--- config.mk ---
export PLATFORM = sky130hd
export DESIGN_NAME = rst_ctl_top
export DESIGN_NICKNAME = d
export VERILOG_FILES = /design/src/rtl/rst_seq_pkg.sv /design/src/rtl/rst_sync.sv /design/src/rtl/rst_src_latch.sv /design/src/rtl/rst_seq_fsm.sv /design/src/rtl/rst_ctl_top.sv
export SDC_FILE = /design/constraint.sdc
export NUM_CORES = 1
export LEC_CHECK = 0
export CAP_MARGIN = 0
export CORE_MARGIN = 1
export CORE_UTILIZATION = 45
export CTS_BUF_LIST = sky130_fd_sc_hd__clkbuf_2
export CTS_CLUSTER_DIAMETER = 100
export DETAILED_ROUTE_END_ITERATION = 10
export PLACE_DENSITY = 0.67
export SLEW_MARGIN = 20
export SYNTH_ARGS = -nofsm -noshare
export SYNTH_HDL_FRONTEND = slang
export SYNTH_HIERARCHICAL = 1
export SYNTH_SLANG_ARGS = --single-unit
export TNS_END_PERCENT = 100
--- constraint.sdc ---
create_clock -name clk -period 1.4 [get_ports clk]
set_clock_uncertainty 0.1 [all_clocks]
set_input_delay 0.21 -clock clk [delete_from_list [all_inputs] [get_ports clk]]
set_output_delay 0.21 -clock clk [all_outputs]
set_load 0.02 [all_outputs]
--- src/rtl/rst_seq_pkg.sv ---
package rst_seq_pkg;
  localparam int VEC_W = 2;
  localparam logic [VEC_W-1:0] VEC_NORMAL = 2'b00;

  typedef enum logic [1:0] {
    ST_IDLE    = 2'd0,
    ST_DRIVE   = 2'd1,
    ST_WAIT    = 2'd2,
    ST_EXTHOLD = 2'd3
  } seq_state_t;
endpackage

--- src/rtl/rst_sync.sv ---
module rst_sync #(
  parameter int STAGES = 2
) (
  input  logic clk,
  input  logic arst_n,
  output logic rst_n_o
);
  logic [STAGES-1:0] sh_q;
  logic [STAGES-1:0] sh_d;

  generate
    if (STAGES == 1) begin : g_one
      always_comb sh_d = 1'b1;
    end else begin : g_many
      always_comb sh_d = {sh_q[STAGES-2:0], 1'b1};
    end
  endgenerate

  always_ff @(posedge clk or negedge arst_n) begin
    if (!arst_n) sh_q <= '0;
    else         sh_q <= sh_d;
  end

  assign rst_n_o = sh_q[STAGES-1];
endmodule

--- src/rtl/rst_src_latch.sv ---
module rst_src_latch #(
  parameter int NSRC  = 2,
  parameter int CODE_W = 2
) (
  input  logic              clk,
  input  logic              rst_n,
  input  logic [NSRC-1:0]   req_i,
  input  logic              clr_i,
  output logic [CODE_W-1:0] code_o
);
  logic [NSRC-1:0] pend_q;
  logic [NSRC-1:0] pend_d;
  logic            pend_en;

  always_comb begin
    pend_en = clr_i | (|req_i);
    pend_d  = clr_i ? '0 : (pend_q | req_i);
  end

  always_ff @(posedge clk or negedge rst_n) begin
    if (!rst_n)       pend_q <= '0;
    else if (pend_en) pend_q <= pend_d;
  end

  // Highest index wins: code is index + 1, zero when nothing pending.
  always_comb begin
    code_o = '0;
    for (int i = 0; i < NSRC; i++) begin
      if (pend_q[i]) code_o = CODE_W'(i + 1);
    end
  end


  pend_keep_chk: assert property (@(posedge clk) disable iff (!rst_n)
    ((|req_i) && !clr_i) |=> (|pend_q));
endmodule

--- src/rtl/rst_seq_fsm.sv ---
module rst_seq_fsm
  import rst_seq_pkg::*;
#(
  parameter int DRIVE_CYC  = 16,
  parameter int SAMPLE_DLY = 8
) (
  input  logic             clk,
  input  logic             rst_n,
  input  logic             start_i,
  input  logic             pin_i,
  input  logic [VEC_W-1:0] prio_code_i,
  output logic             drv_o,
  output logic             busy_o,
  output logic             judge_o,
  output logic [VEC_W-1:0] vec_o
);
  localparam int MAXC  = (DRIVE_CYC > SAMPLE_DLY) ? DRIVE_CYC : SAMPLE_DLY;
  localparam int CNT_W = (MAXC > 1) ? $clog2(MAXC) : 1;
  localparam logic [CNT_W-1:0] DRV_LAST = CNT_W'(DRIVE_CYC - 1);
  localparam logic [CNT_W-1:0] SMP_LAST = CNT_W'(SAMPLE_DLY - 1);

  seq_state_t       st_q, st_d;
  logic [CNT_W-1:0] cnt_q, cnt_d;
  logic             cnt_en;
  logic [VEC_W-1:0] vec_q, vec_d;
  logic             vec_en;
  logic             judge;

  always_comb begin
    st_d   = st_q;
    cnt_d  = cnt_q;
    cnt_en = 1'b0;
    vec_d  = vec_q;
    vec_en = 1'b0;
    judge  = 1'b0;
    unique case (st_q)
      ST_IDLE: begin
        if (start_i) begin
          st_d   = ST_DRIVE;
          cnt_d  = '0;
          cnt_en = 1'b1;
        end
      end
      ST_DRIVE: begin
        cnt_en = 1'b1;
        if (cnt_q == DRV_LAST) begin
          st_d  = ST_WAIT;
          cnt_d = '0;
        end else begin
          cnt_d = cnt_q + 1'b1;
        end
      end
      ST_WAIT: begin
        cnt_en = 1'b1;
        if (cnt_q == SMP_LAST) begin
          judge  = 1'b1;
          vec_en = 1'b1;
          cnt_d  = '0;
          if (!pin_i) begin
            vec_d = VEC_NORMAL;
            st_d  = ST_EXTHOLD;
          end else begin
            vec_d = prio_code_i;
            st_d  = ST_IDLE;
          end
        end else begin
          cnt_d = cnt_q + 1'b1;
        end
      end
      ST_EXTHOLD: begin
        if (pin_i) st_d = ST_IDLE;
      end
      default: st_d = ST_IDLE;
    endcase
  end

  always_ff @(posedge clk or negedge rst_n) begin
    if (!rst_n) begin
      st_q  <= ST_IDLE;
      cnt_q <= '0;
      vec_q <= VEC_NORMAL;
    end else begin
      st_q <= st_d;
      if (cnt_en) cnt_q <= cnt_d;
      if (vec_en) vec_q <= vec_d;
    end
  end

  assign drv_o   = (st_q == ST_DRIVE);
  assign busy_o  = (st_q != ST_IDLE);
  assign judge_o = judge;
  assign vec_o   = vec_q;


  vec_only_at_judge_chk: assert property (@(posedge clk) disable iff (!rst_n)
    !judge |=> $stable(vec_q));

  vec_legal_chk: assert property (@(posedge clk) disable iff (!rst_n)
    vec_q != 2'b11);

  ext_normal_chk: assert property (@(posedge clk) disable iff (!rst_n)
    (judge && !pin_i) |=> (vec_q == VEC_NORMAL));

  cmon_wins_chk: assert property (@(posedge clk) disable iff (!rst_n)
    (judge && pin_i && prio_code_i == 2'b10) |=> (vec_q == 2'b10));
endmodule

--- src/rtl/rst_ctl_top.sv ---
module rst_ctl_top
  import rst_seq_pkg::*;
#(
  parameter int DRIVE_CYC   = 16,
  parameter int SAMPLE_DLY  = 8,
  parameter int SYNC_STAGES = 2
) (
  input  logic       clk,
  input  logic       por_n,
  input  logic       wdog_req,
  input  logic       cmon_req,
  input  logic       pin_in,
  output logic       pin_drv_low,
  output logic       sys_rst_n,
  output logic [1:0] vec_sel
);
  localparam int NSRC = 2;

  logic [NSRC-1:0]  req_vec;
  logic [VEC_W-1:0] prio_code;
  logic             busy;
  logic             judge;
  logic             start;
  logic             rst_src_n;

  assign req_vec = {cmon_req, wdog_req};
  assign start   = wdog_req | cmon_req | ~pin_in;

  rst_src_latch #(.NSRC(NSRC), .CODE_W(VEC_W)) src_i (
    .clk    (clk),
    .rst_n  (por_n),
    .req_i  (req_vec),
    .clr_i  (judge),
    .code_o (prio_code)
  );

  rst_seq_fsm #(.DRIVE_CYC(DRIVE_CYC), .SAMPLE_DLY(SAMPLE_DLY)) fsm_i (
    .clk         (clk),
    .rst_n       (por_n),
    .start_i     (start),
    .pin_i       (pin_in),
    .prio_code_i (prio_code),
    .drv_o       (pin_drv_low),
    .busy_o      (busy),
    .judge_o     (judge),
    .vec_o       (vec_sel)
  );

  assign rst_src_n = por_n & pin_in & ~busy;

  rst_sync #(.STAGES(SYNC_STAGES)) sync_i (
    .clk     (clk),
    .arst_n  (rst_src_n),
    .rst_n_o (sys_rst_n)
  );


  drv_in_reset_chk: assert property (@(posedge clk) disable iff (!por_n)
    pin_drv_low |-> !sys_rst_n);

  release_sync_chk: assert property (@(posedge clk) disable iff (!por_n)
    $rose(sys_rst_n) |-> ($past(rst_src_n) && $past(rst_src_n, 2)));

  por_state_chk: assert property (@(posedge clk)
    !por_n |-> (!sys_rst_n && !pin_drv_low && vec_sel == 2'b00));
endmodule

==> flow_summary_export.csv <==
group,metric,value,unit
clock_tree,cts_htree_levels,1,
synth,synth_flop_cell,"dfrtp_1",
synth,yosys.cell_types.count,28,
synth,synthCells,65,
setup_path,cpLargestDelayFamily,"compound AO/OA/AOI/OAI gates",
synth,synthTopCellsByArea,"dfrtp_1, ha_1, o21ai_0",
route,drc,0,
floorplan,fp.dieArea,0.001643,sq mm
sta,rsz0062_at_grt,"true",
synth,synth-seq-cells,12,
setup_path,path_cells,"ha_2 > inv_1 > o22ai_2 > buf_4 > o31a_2 > a31oi_1",
setup_path,cpMaxStageDelayCell,"dfrtp_2",
sta,finalSetupTns,-1.657,ns
setup_path,crit_required,1.48,ns
setup_path,crit_fanout,4,
synth,synth.avg_cell_area,10.28,sq um
route,wl_per_cell,14.55,microns
final_layout,fill_cells,82,
sta,fin_crit_sh,119.9,%
synth,synth-edff-count,0,
global_routing,grt_max_degree,7,
synth,synth_warnings,6,
synth,synth_top_cell_by_area,"dfrtp_1",
run,maxCapViolations,0,
route,vias_per_cell,5.306,
synth,synth-compound-area-share,18.35,%
route,wirelength,1.615,mm
setup_path,rr_startpoint,"fsm_i/st_q[0]$_DFFE_PN0P_",
synth,synth-async-reset-ratio,100.0,%
synth,synth-simple-area-share,15.17,%
clock_tree,holdBufCountCts,0,
global_routing,grt_pass1_vias,534,
placed_design,io_buffers,8,
sta,finalWorstSetupSlack,-0.2782,ns
setup_path,r2r_cells,6,
outcome,status,"complete, but fails checks",
placed_design,hpwl,1.139,mm
global_routing,grt_pass1_wl,2.359,mm
floorplan,core_area,0.001334,sq mm
clock_tree,clock_latency,0.25,ns
floorplan,start_util,50.09,%
setup_path,r2r-end,"fsm_i/st_q[1]$_DFFE_PN0P_",
route,num_vias,589,
floorplan,die_w,40.53,microns
final_layout,drive_gt1_share,47.92,%
clock_tree,cts_tree,"done",
pwr,static-leakage-power,0.0004788,uW
final_layout,fin_nets,109,
synth,seq_area_frac_synth,44.94,%
sta,hold_viol,0,
synth,synth_top_family_by_area,"compound AO/OA/AOI/OAI gates",
floorplan,rows,13,
synth,synth_xor_area_share,0,%
setup_path,critPathArrivalTime,1.76,ns
route,dr.pass1.iters,4,
setup_path,endpoint,"fsm_i/st_q[1]$_DFFE_PN0P_",
sta,fmax,595.9,MHz
global_routing,overflow,0,
setup_path,worst-path-stages,6,
clock_tree,clkTransAtPathRegs,0.11,ns
route,drt_iter0_drc,8,
route,antenna_left,0,
floorplan,die_h,40.53,microns
hold_path,min-delay-path-class,"primary input to asynchronous set/reset pin",
pwr,power-per-cell-area,2013,mW/mm^2
placed_design,pre_cts_ws,-0.4998,ns
setup_path,end_kind,"register",
setup_path,crit_type,"register to register",
synth,syn-num-nets,76,
setup_path,timing.critical_path.from,"fsm_i/st_q[0]$_DFFE_PN0P_",
placed_design,place.gp.congestion,0.7395,
synth,synth_mux_area_share,5.243,%
synth,synth_adder_area_share,11.24,%
final_layout,area_growth,57.12,%
clock_tree,cts.root.buffer_cell,"clkbuf_2",
synth,synth_top_area_share,44.94,%
clock_tree,cts.sinks,12,
outcome,violations,"setup timing",
synth,synth_area,668.1,sq um
global_routing,grt_usage,22.70,%
pwr,peakVddDrop,0.001494,V
clock_tree,numCtsBuffers,3,
sta,setup_viol,11,
clock_tree,cts_max_path_buffers,2,
global_routing,antenna_found_initial,0,
final_layout,diodes,0,
floorplan,io_pins,9,
setup_path,worstSetupStartpointType,"register",
sta,finalMaxSlewViolations,0,
setup_path,rrSetupSlack,-0.28,ns
setup_path,max_stage_delay,0.48,ns
setup_path,cp_num_buf_inv,2,
sta,fin_crit,1.678,ns
registers in the layout, summed over array words and instances (netlist names):
register,cells
fsm_i/st_q,2
fsm_i/cnt_q,4
src_i/pend_q,2
fsm_i/vec_o,2
sync_i/sh_q,2
cells in the final DEF, fill, tap and decap left out, types with 2 or more instances in the layout:
cell,instances
buf_4,19
buf_6,3
clkbuf_2,3
dfrtp_1,10
dfrtp_2,2
dlygate4sd2_1,6
ha_1,2
ha_4,3
inv_1,3
inv_4,2
mux2i_4,2
nand2_1,4
nand2b_1,2
nor2_4,2
o21ai_0,4
o21ai_1,5
cell type report:
type	instances	area (sq um)	area share, %
clock buffer	3	15.01	1.430
tap	15	18.77	1.788
timing repair buffer	29	239.0	22.77
multi-input combinational	46	446.7	42.55
sequential	12	302.8	28.84
inverter	6	27.53	2.622
metal layers:
| metal | vias to the layer above | routed length (microns) | track usage, % |
|---|---|---|---|
| met2 | 10 | 798 | 34.92 |
| li1 | 291 | - | - |
| met1 | 286 | 754 | 28.77 |
| met3 | 2 | 51 | 8.333 |
| met5 | - | 0 | 0 |
| met4 | 0 | 10 | 8.333 |
cells in the mapped netlist (2+ instances only):
library cell,number
dfrtp_1,12
o21ai_0,9
ha_1,6
inv_1,6
nand2_1,5
mux2i_1,2
nand2b_1,2
nand3_1,2
nor2_1,2
per-stage QoR:
stage | utilization [%] | instances | area (sq um) | total power (uW) | hold slack [ns]
after global routing | 78.71 | 111 | 1050 | 2245 | 0.09217
after CTS | 75.42 | 111 | 1006 | 1942 | 0.04244
final | 78.71 | 111 | 1050 | 2113 | 0.07200
after detailed placement | 69.89 | 103 | 932.1 | 1621 | 0.2582
after global placement | 69.89 | 103 | 932.1 | 1580 | 0.2448
after floorplan | - | 65 | 720.7 | 1208 | -0.1856
report_power, final:
group          switching, uW  total (uW)  internal (uW)
Combinational            673        1460            782
Clock                    100         158           58.5
Sequential              86.9         499            412
Total                    860        2110           1250
worst register-to-register path, stage by stage, from the launching register on:
cell,delay [ns]
dfrtp_2,0.48
ha_2,0.21
inv_1,0.07
o22ai_2,0.13
buf_4,0.16
o31a_2,0.32
a31oi_1,0.14
how the worst min path moves through the flow:
stage,endpoint,startpoint,slack [ns]
floorplan,fsm_i/cnt_q[0]$_DFFE_PN0P_,por_n,-0.19
global placement,sync_i/sh_q[1]$_DFF_PN0_,sync_i/sh_q[0]$_DFF_PN0_,0.24
detailed placement,sync_i/sh_q[1]$_DFF_PN0_,sync_i/sh_q[0]$_DFF_PN0_,0.26
CTS,sync_i/sh_q[1]$_DFF_PN0_,pin_in,0.04
global route,sync_i/sh_q[0]$_DFF_PN0_,pin_in,0.09
finish,sync_i/sh_q[0]$_DFF_PN0_,pin_in,0.07
repair_timing:
action                     in CTS  in global routing
setup endpoints to repair      14                 11
resized for setup              23                  9
pin swaps                      10                  3
setup buffers                   5                  1
cell families (layout without fill, tap and decap cells):
group / after synthesis / in the layout
AO/OA/AOI/OAI: 18 / 18
adder cells (fa/ha/maj): 6 / 6
buffers and inverters: 7 / 38
flip-flops: 12 / 12
multiplexers: 3 / 3
other: 1 / 1
AND/OR/NAND/NOR: 18 / 18
Note: power is estimated with default switching activity, not from simulation.
